File: config.mk
export PLATFORM = sky130hd
export DESIGN_NAME = bl_pwm_ctrl
export DESIGN_NICKNAME = d
export VERILOG_FILES = /design/src/rtl/bl_pwm_pkg.sv /design/src/rtl/bl_pwm_regs.sv /design/src/rtl/bl_pwm_presc.sv /design/src/rtl/bl_pwm_gen.sv /design/src/rtl/bl_pwm_seq.sv /design/src/rtl/bl_pwm_ctrl.sv
export SDC_FILE = /design/constraint.sdc
export NUM_CORES = 1
export LEC_CHECK = 0
export BUFFER_PORTS_ARGS = -buffer_cell sky130_fd_sc_hd__buf_2
export CORE_UTILIZATION = 25
export DETAILED_ROUTE_END_ITERATION = 10
export GPL_TIMING_DRIVEN = 0
export PLACE_DENSITY = 0.52
export SETUP_SLACK_MARGIN = 0.05
export SLEW_MARGIN = 5
export SYNTH_ARGS = -nofsm -noshare
export SYNTH_HDL_FRONTEND = slang
export SYNTH_SLANG_ARGS = --single-unit
File: constraint.sdc
create_clock -name clk -period 3.7 [get_ports clk]
set_input_delay 0.555 -clock clk [delete_from_list [all_inputs] [get_ports clk]]
set_output_delay 0.555 -clock clk [all_outputs]
set_load 0.01 [all_outputs]
File: src/rtl/bl_pwm_pkg.sv
// Package: shared widths and configuration-word field positions for the
// backlight PWM controller. Assumes a 16-bit configuration word.
package bl_pwm_pkg;
    localparam int CFG_W    = 16;
    localparam int CMP_W    = 8;
    localparam int PS_W     = 3;
    localparam int PS_MAX   = 6;
    localparam int CMP_LSB  = 8;
    localparam int POL_BIT  = 4;
    localparam int PS_LSB   = 0;
    localparam logic [CFG_W-1:0] CFG_RESET = 16'h0010;

    typedef struct packed {
        logic [CMP_W-1:0] cmp;
        logic             pol;
        logic [PS_W-1:0]  ps;
    } pwm_cfg_t;

    // Extract the fields from a raw word and clamp the select to PS_MAX.
    function automatic pwm_cfg_t decode_cfg(input logic [CFG_W-1:0] w);
        pwm_cfg_t c;
        c.cmp = w[CMP_LSB +: CMP_W];
        c.pol = w[POL_BIT];
        c.ps  = (w[PS_LSB +: PS_W] > PS_W'(PS_MAX)) ? PS_W'(PS_MAX)
                                                   : w[PS_LSB +: PS_W];
        return c;
    endfunction
endpackage

File: src/rtl/bl_pwm_regs.sv
// Register file: holds the configuration word, the clock-select bit and the
// run request set and cleared by the write-one strobes.
// Assumes the strobes are one-cycle pulses; disable has priority.
module bl_pwm_regs
    import bl_pwm_pkg::*;
(
    input  logic             clk,
    input  logic             rst_n,
    input  logic             cfg_wr,
    input  logic [CFG_W-1:0] cfg_wdata,
    input  logic             sel_wr,
    input  logic             sel_wdata,
    input  logic             en_pulse,
    input  logic             dis_pulse,
    output logic [CFG_W-1:0] cfg_q,
    output logic             sel_q,
    output logic             run_req
);
    // Configuration word and clock-select storage.
    always_ff @(posedge clk) begin
        if (!rst_n) begin
            cfg_q <= CFG_RESET;
            sel_q <= 1'b0;
        end else begin
            if (cfg_wr) cfg_q <= cfg_wdata;
            if (sel_wr) sel_q <= sel_wdata;
        end
    end

    // Run request: disable wins over a coincident enable.
    always_ff @(posedge clk) begin
        if (!rst_n)         run_req <= 1'b0;
        else if (dis_pulse) run_req <= 1'b0;
        else if (en_pulse)  run_req <= 1'b1;
    end
endmodule

File: src/rtl/bl_pwm_presc.sv
// Prescaler: divides the selected source tick by 2^ps. Held at zero while
// the channel is stopped. Assumes ps never exceeds PS_MAX.
module bl_pwm_presc
    import bl_pwm_pkg::*;
#(
    parameter int PRE_W = PS_MAX
) (
    input  logic            clk,
    input  logic            rst_n,
    input  logic            run,
    input  logic            src_tick,
    input  logic [PS_W-1:0] ps,
    output logic            ptick
);
    logic [PRE_W-1:0] pre_q;
    logic [PRE_W-1:0] mask;

    // Build the terminal count (2^ps - 1), one bit per position.
    for (genvar i = 0; i < PRE_W; i++) begin : g_mask
        assign mask[i] = (PS_W'(i) < ps);
    end

    assign ptick = run && src_tick && (pre_q == mask);

    // Divider counter: wraps at the terminal count, clears when stopped.
    always_ff @(posedge clk) begin
        if (!rst_n || !run)  pre_q <= '0;
        else if (ptick)      pre_q <= '0;
        else if (src_tick)   pre_q <= pre_q + 1'b1;
    end
endmodule

File: src/rtl/bl_pwm_gen.sv
// Waveform generator: 256-step period counter, shadowed compare/polarity/
// select and a registered output. The shadow copies the live config while
// stopped and reloads only at the end of a period while running.
module bl_pwm_gen
    import bl_pwm_pkg::*;
(
    input  logic             clk,
    input  logic             rst_n,
    input  logic             run,
    input  logic             ptick,
    input  pwm_cfg_t         live_cfg,
    output pwm_cfg_t         sh_cfg,
    output logic [CMP_W-1:0] cnt_q,
    output logic             period_end,
    output logic             pwm_q
);
    logic active;

    assign period_end = ptick && (cnt_q == '1);
    assign active     = run && (cnt_q < sh_cfg.cmp);

    // Period counter: counts prescaled ticks, cleared while stopped.
    always_ff @(posedge clk) begin
        if (!rst_n || !run) cnt_q <= '0;
        else if (ptick)     cnt_q <= cnt_q + 1'b1;
    end

    // Shadow registers: follow live config when idle, reload at period end.
    always_ff @(posedge clk) begin
        if (!rst_n)                  sh_cfg <= decode_cfg(CFG_RESET);
        else if (!run || period_end) sh_cfg <= live_cfg;
    end

    // Output register: active phase mapped through the polarity.
    always_ff @(posedge clk) begin
        if (!rst_n) pwm_q <= 1'b0;
        else        pwm_q <= sh_cfg.pol ? active : !active;
    end
endmodule

File: src/rtl/bl_pwm_seq.sv
// Sequencer: moves the run state to the request at a tick boundary (source
// tick when stopped, prescaled tick when running) and delays it by two
// flops to form the status. Assumes ticks are single-cycle enables.
module bl_pwm_seq #(
    parameter int SYNC_STAGES = 2
) (
    input  logic clk,
    input  logic rst_n,
    input  logic run_req,
    input  logic src_tick,
    input  logic ptick,
    output logic run_q,
    output logic status
);
    logic [SYNC_STAGES-1:0] sync_q;

    // Run state: only changes on the relevant tick.
    always_ff @(posedge clk) begin
        if (!rst_n)                  run_q <= 1'b0;
        else if (run_q ? ptick : src_tick) run_q <= run_req;
    end

    // Status delay line.
    always_ff @(posedge clk) begin
        if (!rst_n) sync_q <= '0;
        else        sync_q <= {sync_q[SYNC_STAGES-2:0], run_q};
    end

    assign status = sync_q[SYNC_STAGES-1];
endmodule

File: src/rtl/bl_pwm_ctrl.sv
// Top: prescaled PWM backlight controller. Ties the register file, source
// selection, prescaler, generator and sequencer together.
// Assumes slow_tick and sys_tick are enables synchronous to clk.
module bl_pwm_ctrl
    import bl_pwm_pkg::*;
(
    input  logic        clk,
    input  logic        rst_n,
    input  logic        slow_tick,
    input  logic        sys_tick,
    input  logic        cfg_wr,
    input  logic [15:0] cfg_wdata,
    input  logic        sel_wr,
    input  logic        sel_wdata,
    input  logic        en_pulse,
    input  logic        dis_pulse,
    output logic        pwm_out,
    output logic        pwm_running
);
    logic [CFG_W-1:0] cfg_q;
    logic             sel_q;
    logic             run_req;
    logic             run_q;
    logic             src_tick;
    logic             ptick;
    logic             period_end;
    logic [CMP_W-1:0] cnt_q;
    pwm_cfg_t         live_cfg;
    pwm_cfg_t         sh_cfg;

    assign live_cfg = decode_cfg(cfg_q);
    assign src_tick = sel_q ? sys_tick : slow_tick;

    bl_pwm_regs u_regs (
        .clk(clk), .rst_n(rst_n),
        .cfg_wr(cfg_wr), .cfg_wdata(cfg_wdata),
        .sel_wr(sel_wr), .sel_wdata(sel_wdata),
        .en_pulse(en_pulse), .dis_pulse(dis_pulse),
        .cfg_q(cfg_q), .sel_q(sel_q), .run_req(run_req)
    );

    bl_pwm_presc u_presc (
        .clk(clk), .rst_n(rst_n), .run(run_q), .src_tick(src_tick),
        .ps(sh_cfg.ps), .ptick(ptick)
    );

    bl_pwm_gen u_gen (
        .clk(clk), .rst_n(rst_n), .run(run_q), .ptick(ptick),
        .live_cfg(live_cfg), .sh_cfg(sh_cfg), .cnt_q(cnt_q),
        .period_end(period_end), .pwm_q(pwm_out)
    );

    bl_pwm_seq u_seq (
        .clk(clk), .rst_n(rst_n), .run_req(run_req), .src_tick(src_tick),
        .ptick(ptick), .run_q(run_q), .status(pwm_running)
    );
endmodule

Yosys cells after proc, flatten, opt, wreduce, memory -nomap -nowiden. Cells that the tools add are included.

Bits in registers: 48. Latch bits: 0. Bits in writable memories: 0. Bits in read-only memories: 0. Bits of input ports: 25. Output and inout port bits: 2. Logic and storage cells: 39. Memories: 0.

Add/subtract/negate cells: 2. Multiply operators: 0. Divide/modulo/power cells: 0. $lt $le $gt $ge: 8. Equality and inequality tests: 2. Shift operators: 0. Multiplexer cells: 4. Bitwise logic cells: 1. Reductions and logical operators: 11.

Operators by type and width (count): $add A8 B1 Y8 const B (1); $eq A8 B8 Y1 const B (1); $lt A8 B8 Y1 (1); $add A6 B1 Y6 const B (1); $eq A6 B6 Y1 (1); $lt A1 B3 Y1 const A (2); $lt A2 B3 Y1 const A (2); $lt A3 B3 Y1 const A (2); $logic_and A1 B1 Y1 (4); $reduce_or A2 Y1 (2); $gt A3 B3 Y1 const B (1); $logic_not A1 Y1 (3); $mux W1 (3); $mux W3 (1); $logic_or A1 B1 Y1 (2); $not A1 Y1 (1).

Depth between registers and ports, before layout.
Depth in word-level cells: 5. Depth in mapped cells: 8. Gate-level depth less buffers: 7.

Modules after synthesis. Synthesis repeated with hierarchy kept, for this count alone.

Cells, all modules: 226. Area total of the unflattened synthesis: 2270.9 um^2.

By module, submodules not included: bl_pwm_gen (times used 1, cells each 110, area each 1038.5 um^2, seq. area each 420.4 um^2); bl_pwm_regs (times used 1, cells each 57, area each 680.7 um^2, seq. area each 360.3 um^2); bl_pwm_presc (times used 1, cells each 48, area each 432.9 um^2, seq. area each 120.1 um^2); bl_pwm_seq (times used 1, cells each 7, area each 88.8 um^2, seq. area each 60.1 um^2); bl_pwm_ctrl (times used 1, cells each 4, area each 30.0 um^2, seq. area each 0.0 um^2).

Worst setup path before layout. No wires, ideal clock.

Path kind: input port to flip-flop. Start point: input sys_tick. End point: register, netlist name u_gen.sh_cfg[0]. Setup time: 0.118 ns. Data arrival time: 1.801 ns. Data required time: 3.582 ns. Slack: 1.781 ns. Stages: 6. Path buffers: 1. Cells stage by stage: mux2i_1 a21oi_1 o2111ai_4 o31ai_4 buf_6 o21ai_1.

Longest elaborated chain between the ends: 5.

Ends and longest elaborated chain: start: declaration (RTL line bl_pwm_ctrl.sv:10) `input logic sys_tick,`; $mux W1 (RTL line bl_pwm_ctrl.sv:32) `assign src_tick = sel_q ? sys_tick : slow_tick;`; $logic_and A1 B1 Y1 (2 in a row) (RTL line bl_pwm_presc.sv:23) `assign ptick = run && src_tick && (pre_q == mask);`; $logic_and A1 B1 Y1 (RTL line bl_pwm_gen.sv:19) `assign period_end = ptick && (cnt_q == '1);`; $logic_or A1 B1 Y1 (RTL line bl_pwm_gen.sv:31) `else if (!run || period_end) sh_cfg <= live_cfg;`.

No other way between the ends. A chain may end at the register's enable or synchronous reset.

Final worst setup path.
Start point: register, netlist name u_gen.sh_cfg[2]. End point: register, netlist name u_gen.sh_cfg[1].

Longest elaborated chain between the ends: 5. Elaborated cells on any way between the ends: 10. Classes of those cells: order compare: 6; eq/ne: 1; reduce/logical: 3.

Ends and longest elaborated chain: $lt A1 B3 Y1, or another cell as far along (RTL line bl_pwm_presc.sv:20) `assign mask[i] = (PS_W'(i) < ps);`; $eq A6 B6 Y1 * (RTL line bl_pwm_presc.sv:23); $logic_and A1 B1 Y1 * (RTL line bl_pwm_presc.sv:23); $logic_and A1 B1 Y1 * (RTL line bl_pwm_gen.sv:19); $logic_or A1 B1 Y1 * (RTL line bl_pwm_gen.sv:31).

Mark *: on every way between the ends. The rest lies on a longest branch, timed or not.

==> run metrics <==
clock latency on the worst-skew pair=300 ps; Rows=33; grt ovf=0; drt pass-1 iters=4; RSZ-0062 raised after global routing=false; starting density of the core=0.258; Max Buffers Root-to-Sink=2; min-delay src=dis_pulse; gp weighted congestion=0.732; clock slew at reported path FFs=80 ps; Rel. slew slack=0.510; worst setup path category=reg -> reg; num ports=27; Seq pwr share=0.489; most common cell after layout, fill and taps aside=dfxtp_1; FF+latch count, synth=44; # placed instances=353; Port Buf Inserts=22; Antenna Nets Post-Route=0; Syn-to-layout area delta=17.5%; Tot GR Track Use=0.104; Mean Syn Cell Area=9.34 um^2; Num Clock Sinks=44; Hold WC Path Type=in -> reg; pin count of the biggest net entering global routing=14; most frequent cells in the layout=dfxtp_1, buf_2, nand2_1; Cells after Synth=226; Clock power frac=0.423; Core Box Area=8180 um^2; clock skew=3.37 ps; Final setup viols=0; R2R setup slack=1630 ps; Syn. warnings=0; Worst R2R Start=u_gen.sh_cfg[2]; Slew Limit Fails=0; Total Nets Final=289; Post-CTS Setup Bufs=0; register area share after synthesis=0.417; CTS tree=done; LEAKAGE=0.934 nW; Critical Path Start Type=register; Vias/cell=4.29; fin crit period=2070 ps; share of layout cells above drive strength 1=0.196; Fmax achieved=483 MHz; non-filler instance count after layout=360; die height=93.9 um; R2R cell count=7; FF-to-FF End=u_gen.sh_cfg[1]; die width=93.9 um; setup tns final=0 ps; Hold EP=u_regs.run_req; Vias=1545; Period Utilization, post-route=0.560; DR WL/cell=11.2 um; Layout fillers=863; CTS Root Buffer Type=clkbuf_8; 1st-iter DRT viols=122; diodes inserted=0; Net Sw Power=0.224 mW; drt drc=0; Max FO, Critical Path=10; Max IR drop VDD=0.179 mV; hpwl dp=2.94 mm; Yosys cell types=39; H-tree levels=2; final hold vios=0; Syn Nets=260; post-CTS sizing=0; synthesized area=2110 um^2; PD cells=411 nW/um^2; Setup crit end kind=register; status=finished, final reports clean; Hold Path Stages=2; Max Cap Viol=0; WP data required=3940 ps; CP arrival=2310 ps; global-route wire length before repair=7.18 mm; die area=8810 um^2; vias in the first global route=1496; worst-margin pin slew=734 ps; sw frac=0.220; Inserted Clock Buffers=5; Hold-fix buffers, CTS=0; cell internal pwr=0.797 mW; final WL=4.04 mm; Comb power frac=0.088; initial antenna violation count=0
## metrics by stage
| stage | worst slack [ps] | hold slack [ps] | power (mW) | utilization | cell area [um^2] |
|---|---|---|---|---|---|
| global placement | 1390 | 419 | 0.599 | 0.288 | 2350 |
| finish | 1630 | 405 | 1.02 | 0.303 | 2480 |
| detailed placement | 1380 | 421 | 0.601 | 0.288 | 2350 |
| floorplan | 1780 | 412 | 0.573 | - | 2110 |
| global route | 1440 | 397 | 1.06 | 0.303 | 2480 |
| CTS | 1580 | 394 | 1.04 | 0.303 | 2480 |
## worst max-delay path, cell delays in order (launching register included)
cell and delay, ps:
dfxtp_1 410, a21boi_1 180, o21ai_0 280, o2111ai_4 280
o31ai_4 490, buf_6 200, nand3_1 110, o21ai_2 60
## state kept, by name, summed over array words and instances (netlist names)
register	cells
u_gen.cnt_q	8
u_gen.pwm_q	1
u_presc.pre_q	6
u_gen.sh_cfg	12
u_regs.cfg_q	12
u_regs.sel_q	1
u_seq.sync_q	2
u_seq.run_q	1
u_regs.run_req	1
## how the worst max path moves through the flow
| stage | from | to | slack, ps | cells past startpoint |
|---|---|---|---|---|
| floorplan | sys_tick | u_gen.sh_cfg[0] | 1780 | 6 |
| global placement | sys_tick | u_seq.run_q | 1390 | 6 |
| detailed placement | sys_tick | u_seq.run_q | 1380 | 6 |
| CTS | u_gen.sh_cfg[2] | u_seq.run_q | 1580 | 5 |
| global route | u_gen.sh_cfg[2] | u_seq.run_q | 1440 | 5 |
| finish | u_gen.sh_cfg[2] | u_gen.sh_cfg[1] | 1630 | 7 |
## power groups by stage
stage | Combinational [mW] | Clock (mW) | Sequential (mW)
after floorplan | 0.0651 | 0 | 0.508
after global placement | 0.0887 | 0 | 0.510
after detailed placement | 0.0904 | 0 | 0.510
after CTS | 0.0914 | 0.445 | 0.499
after global routing | 0.102 | 0.459 | 0.502
final | 0.0896 | 0.432 | 0.499
## final cells by class
class / instances / area (um^2) / area share
sequential: 44 / 881 / 0.355
clock buffer: 5 / 68.8 / 0.0277
multi-input combinational: 159 / 1110 / 0.448
buffer: 9 / 65.1 / 0.0262
timing repair buffer: 22 / 110 / 0.0444
tap: 105 / 131 / 0.0530
clock inverter: 2 / 60.1 / 0.0242
inverter: 14 / 52.6 / 0.0212
## routing by layer
layer	track usage	vias up	routed length, um
met3	0.0259	6	171
met2	0.164	29	1830
met5	0	-	0
met4	0.0423	0	75
met1	0.136	687	1970
li1	-	823	-
## cells by family (layout without fill, tap and decap cells)
logic type,Yosys count,count (layout),share of synthesized area
mux,16,16,0.0759
xor+xnor,13,13,0.0539
buf+inv,23,52,0.0557
simple gates,87,87,0.205
fa+ha+maj,9,9,0.0534
compound gates,34,34,0.139
flops,44,44,0.417
## Yosys cell counts (all sizes together)
library cell	n	area (um^2)
a211oi	1	7.51
a21boi	1	7.51
a21o	1	7.51
a21oi	5	25.0
a221o	1	10.0
a31oi	2	12.5
and2	2	12.5
and3	2	12.5
buf	7	57.5
clkbuf	2	7.51
dfxtp	44	881
ha	9	113
inv	14	52.6
mux2i	16	160
nand2	22	82.6
nand2b	3	18.8
nand3	15	80.1
nand4	2	12.5
nor2	17	63.8
nor2b	15	93.8
nor3	1	5.00
nor3b	1	7.51
nor4	6	37.5
o2111ai	1	26.3
o211ai	1	7.51
o21ai	16	114
o21ba	1	10.0
o21bai	1	7.51
o2bb2ai	1	15.0
o31ai	2	42.5
or2	1	6.26
xnor2	12	105
xor2	1	8.76
No activity file was read; power rests on OpenSTA's default activity.
